`src/rtl/irq_prio_pkg.sv`:
```
package irq_prio_pkg;

    localparam int NSRC   = 5;
    localparam int SRC_W  = 3;
    localparam int VEC_W  = 16;
    localparam int BYTE_W = 8;

    // Control byte bit positions
    localparam int CB_SOD  = 7;
    localparam int CB_SDE  = 6;
    localparam int CB_CLR  = 4;
    localparam int CB_MEN  = 3;

    typedef enum logic [SRC_W-1:0] {
        SRC_NMI  = 3'd0,
        SRC_EDGE = 3'd1,
        SRC_LVA  = 3'd2,
        SRC_LVB  = 3'd3,
        SRC_GEN  = 3'd4
    } src_e;

    typedef struct packed {
        logic [2:0]       mask;      // [2]=edge line, [1]=level A, [0]=level B
        logic             ie;
        logic             nmi_lat;
        logic             nmi_prev;
        logic             edge_lat;
        logic             edge_prev;
        logic             ser_out;
        logic             busy;
        logic             req;
        src_e             src;
        logic [VEC_W-1:0] vec;
    } ctrl_t;

    function automatic logic [VEC_W-1:0] vec_of(input src_e s);
        case (s)
            SRC_NMI:  vec_of = 16'h0024;
            SRC_EDGE: vec_of = 16'h003C;
            SRC_LVA:  vec_of = 16'h0034;
            SRC_LVB:  vec_of = 16'h002C;
            default:  vec_of = '0;
        endcase
    endfunction

endpackage

```
`src/rtl/irq_sync_bank.sv`:
```
module irq_sync_bank #(
    parameter int W      = 6,
    parameter int STAGES = 2
) (
    input  logic         clk,
    input  logic         rst_n,
    input  logic [W-1:0] async_i,
    output logic [W-1:0] sync_o
);

    for (genvar i = 0; i < W; i++) begin : g_bit
        logic [STAGES-1:0] sh_q;
        logic [STAGES-1:0] sh_d;

        always_comb begin
            sh_d = (sh_q << 1) | STAGES'(async_i[i]);
        end

        always_ff @(posedge clk or negedge rst_n) begin
            if (!rst_n) sh_q <= '0;
            else        sh_q <= sh_d;
        end

        assign sync_o[i] = sh_q[STAGES-1];
    end

endmodule

```
`src/rtl/irq_prio_pick.sv`:
```
module irq_prio_pick #(
    parameter int N  = 5,
    parameter int IW = (N > 1) ? $clog2(N) : 1
) (
    input  logic [N-1:0]  cand_i,
    output logic          any_o,
    output logic [IW-1:0] idx_o
);

    always_comb begin
        any_o = |cand_i;
        idx_o = '0;
        // Walk from lowest priority upward so the lowest index is kept last
        for (int i = N - 1; i >= 0; i--) begin
            if (cand_i[i]) idx_o = IW'(i);
        end
    end

endmodule

```
`src/rtl/irq_prio_ctrl.sv`:
```
module irq_prio_ctrl
    import irq_prio_pkg::*;
#(
    parameter int SYNC_STAGES = 2
) (
    input  logic              clk,
    input  logic              rst_n,
    input  logic [NSRC-1:0]   irq_i,
    input  logic              ser_in_i,
    input  logic              ie_set_i,
    input  logic              ie_clr_i,
    input  logic              mask_wr_i,
    input  logic [BYTE_W-1:0] mask_byte_i,
    input  logic              ack_i,
    output logic              req_o,
    output logic [SRC_W-1:0]  req_src_o,
    output logic [VEC_W-1:0]  req_vec_o,
    output logic [BYTE_W-1:0] stat_o,
    output logic              ser_out_o
);

    localparam int SYNC_W = NSRC + 1;   // request lines plus serial input

    logic [SYNC_W-1:0] sync;
    logic [NSRC-1:0]   cand;
    logic              pick_any;
    logic [SRC_W-1:0]  pick_idx;
    logic              rise_nmi;
    logic              rise_edge;
    logic              unused_ctrl_bit;
    ctrl_t             st_q;
    ctrl_t             st_d;

    assign unused_ctrl_bit = mask_byte_i[5];

    irq_sync_bank #(
        .W      (SYNC_W),
        .STAGES (SYNC_STAGES)
    ) u_sync (
        .clk     (clk),
        .rst_n   (rst_n),
        .async_i ({ser_in_i, irq_i}),
        .sync_o  (sync)
    );

    assign rise_nmi  = sync[SRC_NMI]  & ~st_q.nmi_prev;
    assign rise_edge = sync[SRC_EDGE] & ~st_q.edge_prev;

    // Eligible sources, from registered state and synchronized levels
    always_comb begin
        cand            = '0;
        cand[SRC_NMI]   = st_q.nmi_lat & sync[SRC_NMI];
        cand[SRC_EDGE]  = st_q.edge_lat & ~st_q.mask[2] & st_q.ie;
        cand[SRC_LVA]   = sync[SRC_LVA] & ~st_q.mask[1] & st_q.ie;
        cand[SRC_LVB]   = sync[SRC_LVB] & ~st_q.mask[0] & st_q.ie;
        cand[SRC_GEN]   = sync[SRC_GEN] & st_q.ie;
    end

    irq_prio_pick #(
        .N  (NSRC),
        .IW (SRC_W)
    ) u_pick (
        .cand_i (cand),
        .any_o  (pick_any),
        .idx_o  (pick_idx)
    );

    always_comb begin
        st_d           = st_q;
        st_d.req       = 1'b0;
        st_d.nmi_prev  = sync[SRC_NMI];
        st_d.edge_prev = sync[SRC_EDGE];

        // Global enable commands
        if (ie_set_i)      st_d.ie = 1'b1;
        else if (ie_clr_i) st_d.ie = 1'b0;

        // Control byte
        if (mask_wr_i) begin
            if (mask_byte_i[CB_MEN]) st_d.mask     = mask_byte_i[2:0];
            if (mask_byte_i[CB_SDE]) st_d.ser_out  = mask_byte_i[CB_SOD];
            if (mask_byte_i[CB_CLR]) st_d.edge_lat = 1'b0;
        end

        // Non-maskable arm drops as soon as the line falls
        if (!sync[SRC_NMI]) st_d.nmi_lat = 1'b0;

        // Acknowledge releases the outstanding request
        if (ack_i) st_d.busy = 1'b0;

        // Issue a new request
        if (!st_q.busy && pick_any) begin
            st_d.req  = 1'b1;
            st_d.busy = 1'b1;
            st_d.src  = src_e'(pick_idx);
            st_d.vec  = vec_of(src_e'(pick_idx));
            st_d.ie   = 1'b0;
            if (src_e'(pick_idx) == SRC_NMI)  st_d.nmi_lat  = 1'b0;
            if (src_e'(pick_idx) == SRC_EDGE) st_d.edge_lat = 1'b0;
        end

        // New edges are captured last so none is lost
        if (rise_nmi)  st_d.nmi_lat  = 1'b1;
        if (rise_edge) st_d.edge_lat = 1'b1;
    end

    always_ff @(posedge clk or negedge rst_n) begin
        if (!rst_n) begin
            st_q      <= '0;
            st_q.mask <= 3'b111;
            st_q.src  <= SRC_NMI;
        end else begin
            st_q      <= st_d;
        end
    end

    assign req_o     = st_q.req;
    assign req_src_o = st_q.src;
    assign req_vec_o = st_q.vec;
    assign ser_out_o = st_q.ser_out;
    assign stat_o    = {sync[NSRC], st_q.edge_lat, sync[SRC_LVA], sync[SRC_LVB],
                        st_q.ie, st_q.mask};

endmodule

```
`config.mk`:
```
export PLATFORM = sky130hd
export DESIGN_NAME = irq_prio_ctrl
export DESIGN_NICKNAME = d
export VERILOG_FILES = /design/src/rtl/irq_prio_pkg.sv /design/src/rtl/irq_sync_bank.sv /design/src/rtl/irq_prio_pick.sv /design/src/rtl/irq_prio_ctrl.sv
export SDC_FILE = /design/constraint.sdc
export NUM_CORES = 1
export LEC_CHECK = 0
export ABC_CLOCK_PERIOD_IN_PS = 4400
export BUFFER_PORTS_ARGS = -buffer_cell sky130_fd_sc_hd__buf_2
export CORE_ASPECT_RATIO = 2
export CORE_MARGIN = 3
export CORE_UTILIZATION = 42
export DETAILED_ROUTE_END_ITERATION = 10
export PLACE_DENSITY = 0.77
export SKIP_CTS_REPAIR_TIMING = 1
export SYNTH_ARGS = -nofsm -noshare
export SYNTH_HDL_FRONTEND = slang
export SYNTH_SLANG_ARGS = --single-unit
```
`constraint.sdc`:
```
create_clock -name clk -period 4.4 [get_ports clk]
set_clock_uncertainty 0.2 [all_clocks]
set_input_delay 1.1 -clock clk [delete_from_list [all_inputs] [get_ports clk]]
set_output_delay 1.1 -clock clk [all_outputs]
set_load 0.005 [all_outputs]
```
# --- After elaboration in Yosys (flattened, before gate mapping) ---
# Index checks and enable logic that the tools add are counted.
totals:
  reg_bits: 42
  in_bits: 20
  output_inout_bits: 29
  wordCells: 68
op_classes:
  eq_ne: 3
  muxes: 19
  bitwise: 21
  reduce_logical: 8
ops:
  columns: ["cell", "count"]
  rows:
  - ["$pmux 6 s4", 1]
  - ["$mux 21", 1]
  - ["$mux 3", 5]
  - ["$or 2x1->2", 6]
  - ["$mux 1", 11]
  - ["$and 1x1->1", 10]
  - ["$eq 3x2->1 const B", 2]
  - ["$not 1->1", 5]
  - ["$reduce_or 5->1", 1]
  - ["$reduce_and 2->1", 2]
  - ["$eq 3x1->1 const B", 1]
  - ["$logic_not 3->1", 1]
  - ["$reduce_bool 3->1", 1]
  - ["$mux 2", 1]
  - ["$reduce_bool 2->1", 1]
  - ["$logic_and 1x1->1", 1]
  - ["$logic_not 1->1", 1]

# --- Logic depth before layout (Yosys ltp) ---
logic_depth:
  word_depth: 11
  mapped_depth: 5
  depth_no_buf: 5

# --- By module ---
# Synthesis repeated with hierarchy kept, for this count alone.
hier_totals:
  hier_cells: 100
  area_unflattened_um2: 1228.7
modules_own_cells:
  columns: ["mod", "instances", "cells_each", "area_per_inst_um2", "seq_area_each_um2"]
  rows:
  - ["irq_prio_ctrl", 1, 80, 879.6, 429.2]
  - ["irq_sync_bank", 1, 12, 300.3, 300.3]
  - ["irq_prio_pick", 1, 8, 48.8, 0.0]

# --- Least setup slack after synthesis ---
# No wires, ideal clock.
synth_timing:
  kind: "reg-to-output"
  startpoint: "register st_q (netlist bit stat_o[1])"
  endpoint: "output stat_o[1]"
  t_arrival_ns: 0.649
  t_required_ns: 3.100
  setup_slack_ns: 2.451
  path_stages_with_launch: 2
  n_path_buf: 1
  cell_sequence: "dfstp_2 -> buf_4"
synth_rtl:
  columns: ["element", "line_no", "text"]
  rows:
  - ["start, declared", "irq_prio_ctrl.sv:31", "ctrl_t st_q;"]
  - ["start signal, assigned", "irq_prio_ctrl.sv:113", "st_q <= st_d;"]
  - ["end, declared", "irq_prio_ctrl.sv:18", "output logic [BYTE_W-1:0] stat_o,"]
# No word-level cell between the ends.

# --- Worst setup path after layout ---
layout_timing:
  startpoint: "register st_q (netlist bit stat_o[1])"
  endpoint: "output stat_o[1]"
# No word-level cell between the ends.

==> summary.md <==
| Metric | Value |
|---|---|
| Row cnt | 27 |
| Cells after Synth | between 100 and 150 |
| Tightest Pin Transition | between 600 and 700 ps |
| Utilization after layout | 0.5109 |
| Category of the worst setup path capture point | primary output |
| Prevailing post-synth register cell | sky130_fd_sc_hd__dfrtp_1 |
| Final hold viol count | 0 |
| Final setup fails | 0 |
| H-tree levels | 2 |
| Number of nets in the layout | about 150 |
| Number of antenna violations at the first check in global routing | 0 |
| Antenna Violating Nets Remaining | 0 |
| Slew Limit Fails | 0 |
| Power Internal | 0.6052 mW |
| Ys Warns | 0 |
| Cell at the slowest stage of the critical path | sky130_fd_sc_hd__dfstp_2 |
| Commonest cells in the synthesized netlist | sky130_fd_sc_hd__buf_4 (27), sky130_fd_sc_hd__dfrtp_1 (26), sky130_fd_sc_hd__nand2_1 (9) |
| Cell chain of the critical path | buf_2 |
| Top-area cell type share of the netlist area | 0.5138 |
| Startpoint Class | register |
| Reg-to-Reg Start | stat_o[0]$_DFFE_PN1P_ |
| Worst ir drop on vdd | roughly 330 uV |
| Via count normalized by instance count | approximately 4.8 |
| Highest Clock Rate | roughly 0.44 GHz |
| Most common cell in the synthesized netlist | sky130_fd_sc_hd__buf_4 |
| Fraction of layout cells with a size suffix above 1 | 0.4030 |
| Proportion of total power due to net switching | 0.2751 |
| Placed wire-length estimate | 1645 um |
| Beginning of the worst hold path | u_sync.g_bit[4].sh_q[0]$_DFF_PN0_ |
| Worst hold slack after final layout | approximately 140 ps |
| Final critical delay including setup and external delays | 2281 ps |
| Final-layout fill cell count | ~270 |
| Mean instance size in the synthesized netlist | around 12 um^2 |
| Dominant delay contributor by cell family on the critical path | flip-flops |
| Cell type with the highest aggregate area in the netlist | sky130_fd_sc_hd__dfrtp_1 |
| # port buffers | 35 |
| PwrDens | just under 600 nW/um^2 |
| Hold WC Path Type | reg -> reg |
| Vias | between 700 and 800 |
| Die width | 44.83 um |
| Number of flops mapped to enable cells by yosys | 0 |
| Effective utilization at floorplan | 0.4516 |
| Area Growth Syn to Fin | 13.14% |
| Critical path fanouts, max | 4 |
| Final period util | 0.5184 |
| Number of design rule violations left after detail routing | 0 |
| Part of the total power dissipated in the clock network | 0.335 |
| Number of iterations in the first detailed-routing pass | 4 |
| Total Neg Setup Slack | 0 ps |
| Max clock buf depth | 2 |
| Remaining Overflow, GRT | 0 |
| Data required time at the worst endpoint | about 3100 ps |
| TritonCTS clock tree | done |
| Number of cells after detailed placement | 155 |
| Y dimension of the die | ~84 um |
| ANT cells | 0 |
| Number of top-level design ports | 49 |
| Post-Place Setup Slack | ~2400 ps |
| Post-detailed-routing wire length | approximately 2100 um |
| Register share of total power | 0.441 |
| Global routing usage summed across all routing layers | 0.1333 |
| Most area-consuming cells after synthesis | sky130_fd_sc_hd__dfrtp_1 (51%), sky130_fd_sc_hd__buf_4 (16%), sky130_fd_sc_hd__dfstp_2 (6.2%) |
| Pleak | 0.7345 nW |
| Number of design-rule violations left by the first detailed-router iteration | 19 |
| Crit path from | stat_o[1]$_DFFE_PN1P_ |
| Root Buffer | sky130_fd_sc_hd__clkbuf_8 |
| Fraction of the yosys area taken by sequential cells | 0.5761 |
| Logic pwr share | 0.224 |
| Post-layout worst setup margin | 2119 ps |
| Largest net degree at the start of global routing | 30 |
| MaxCap Viol Count | 0 |
| Clock latency on the worst-skew pair | 280 ps |
| Buffer and inverter count on the worst path | 1 |
| CTS sink cnt | 29 |
| Flop and latch count out of synthesis | 29 |
| Share of flip-flops with an asynchronous set or reset | 1.000 |
| Vias in the first global route | slightly above 800 |
| Global-route wire length before repair | approximately 3600 um |
| Unrepaired setup endpoints after global routing | no |
| Number of CTS-inserted buffers | 5 |
| Final weighted congestion in routability-driven placement | between 0.7 and 0.8 |
| Number of distinct library cells after synthesis | 28 |
| Data arrival, critical path | a little under 1000 ps |
| FF/Latch Area | between 700 and 800 um^2 |
| Floorplan core area | 2804 um^2 |
| Cell area after synthesis | 1266 um^2 |
| Total die area | between 3000 and 4000 um^2 |
| Post-Layout Cell Count | between 150 and 200 |
| Multi-input gate area in the final layout | 356.6 um^2 |
| Worst Path Class, Setup | reg -> out |
| Clock slew seen by the registers of the worst setup and hold paths | 60 ps |
| Switching component of the power | 0.2297 mW |
| Status | completed |
| Delay of the slowest cell on the worst path | between 500 and 600 ps |
| Mean routed wirelength per cell | around 13 um |
| Headroom to the max-slew limit | 0.5983 |
## stage by stage
step | total power [mW] | area (um^2)
floorplan | 0.5391 | 1308
global placement | 0.5496 | 1316
detailed placement | 0.5623 | 1316
CTS | 0.8459 | 1433
global route | 0.8875 | 1433
finish | 0.8349 | 1433
## worst reg2reg max path, cell delays in order, from the launching register on
cell	delay, ps
sky130_fd_sc_hd__dfstp_2	570
sky130_fd_sc_hd__nor2b_4	60
sky130_fd_sc_hd__o21a_1	240
sky130_fd_sc_hd__o21bai_4	190
sky130_fd_sc_hd__inv_2	70
sky130_fd_sc_hd__o32ai_2	110
## cells in the final DEF, fill, tap and decap left out, drive strengths merged
master    n
nor2      4
a21boi    1
mux2      4
o21a      1
a2bb2oi   1
o2bb2ai   1
nor3      2
buf      35
a21oi     5
nor2b     3
nand2b    1
and2      1
a22oi     1
dfstp     3
o22ai     1
a21o      2
o21bai    1
conb     12
o32ai     1
nand2     9
a211oi    1
nand3b    3
o21ai     2
bufinv    1
clkbuf    7
inv       5
dfrtp    26
## cell type report
class | instances | share of cell area
multi-input combinational | 57 | 0.2489
inverter | 5 | 0.01310
sequential | 29 | 0.5092
tap | 29 | 0.02533
timing repair buffer | 35 | 0.1223
clock inverter | 1 | 0.02096
clock buffer | 7 | 0.06026
## power by group through the flow
stage          combinational, mW  clock [mW]  sequential, mW
2_1_floorplan              0.177           0           0.362
3_3_place_gp               0.182           0           0.368
3_5_place_dp               0.189           0           0.373
4_1_cts                    0.191       0.286           0.369
5_1_grt                    0.208       0.302           0.378
6_report                   0.187       0.280           0.368
## state kept, by name, indices dropped and copies added, names as in the netlist
| name | flops |
|---|---|
| req_o | 1 |
| u_sync.g_bit.sh_q | 12 |
| st_q | 4 |
| stat_o | 5 |
| req_vec_o | 3 |
| ser_out_o | 1 |
| req_src_o | 3 |
## cell families after synthesis
group | synth area share
AO/OA/AOI/OAI | 0.1097
buffers and inverters | 0.1749
flip-flops | 0.5761
multiplexers | 0.03557
other | 0.002962
AND/OR/NAND/NOR | 0.1008
## layer usage
metal / vias to the layer above / GRT usage / wire, um
met5: - / 0 / 0
met4: 0 / 0.08000 / 56
met3: 6 / 0.04752 / 199
met2: 41 / 0.2228 / 1137
met1: 378 / 0.1324 / 705
li1: 363 / - / -
## final timing paths
kind / to / slack, ps / cells after the start
min: u_sync.g_bit[4].sh_q[1]$_DFF_PN0_ / 140 / 0
min in group asynchronous: u_sync.g_bit[2].sh_q[0]$_DFF_PN0_ / 630 / 1
min reg2reg: u_sync.g_bit[4].sh_q[1]$_DFF_PN0_ / 140 / 0
max: stat_o[1] / 2120 / 1
max in group asynchronous: st_q[25]$_DFF_PN0_ / 2980 / 1
max reg2reg: req_src_o[1]$_DFFE_PN0P_ / 2860 / 5
No activity file was read; power rests on OpenSTA's default activity.
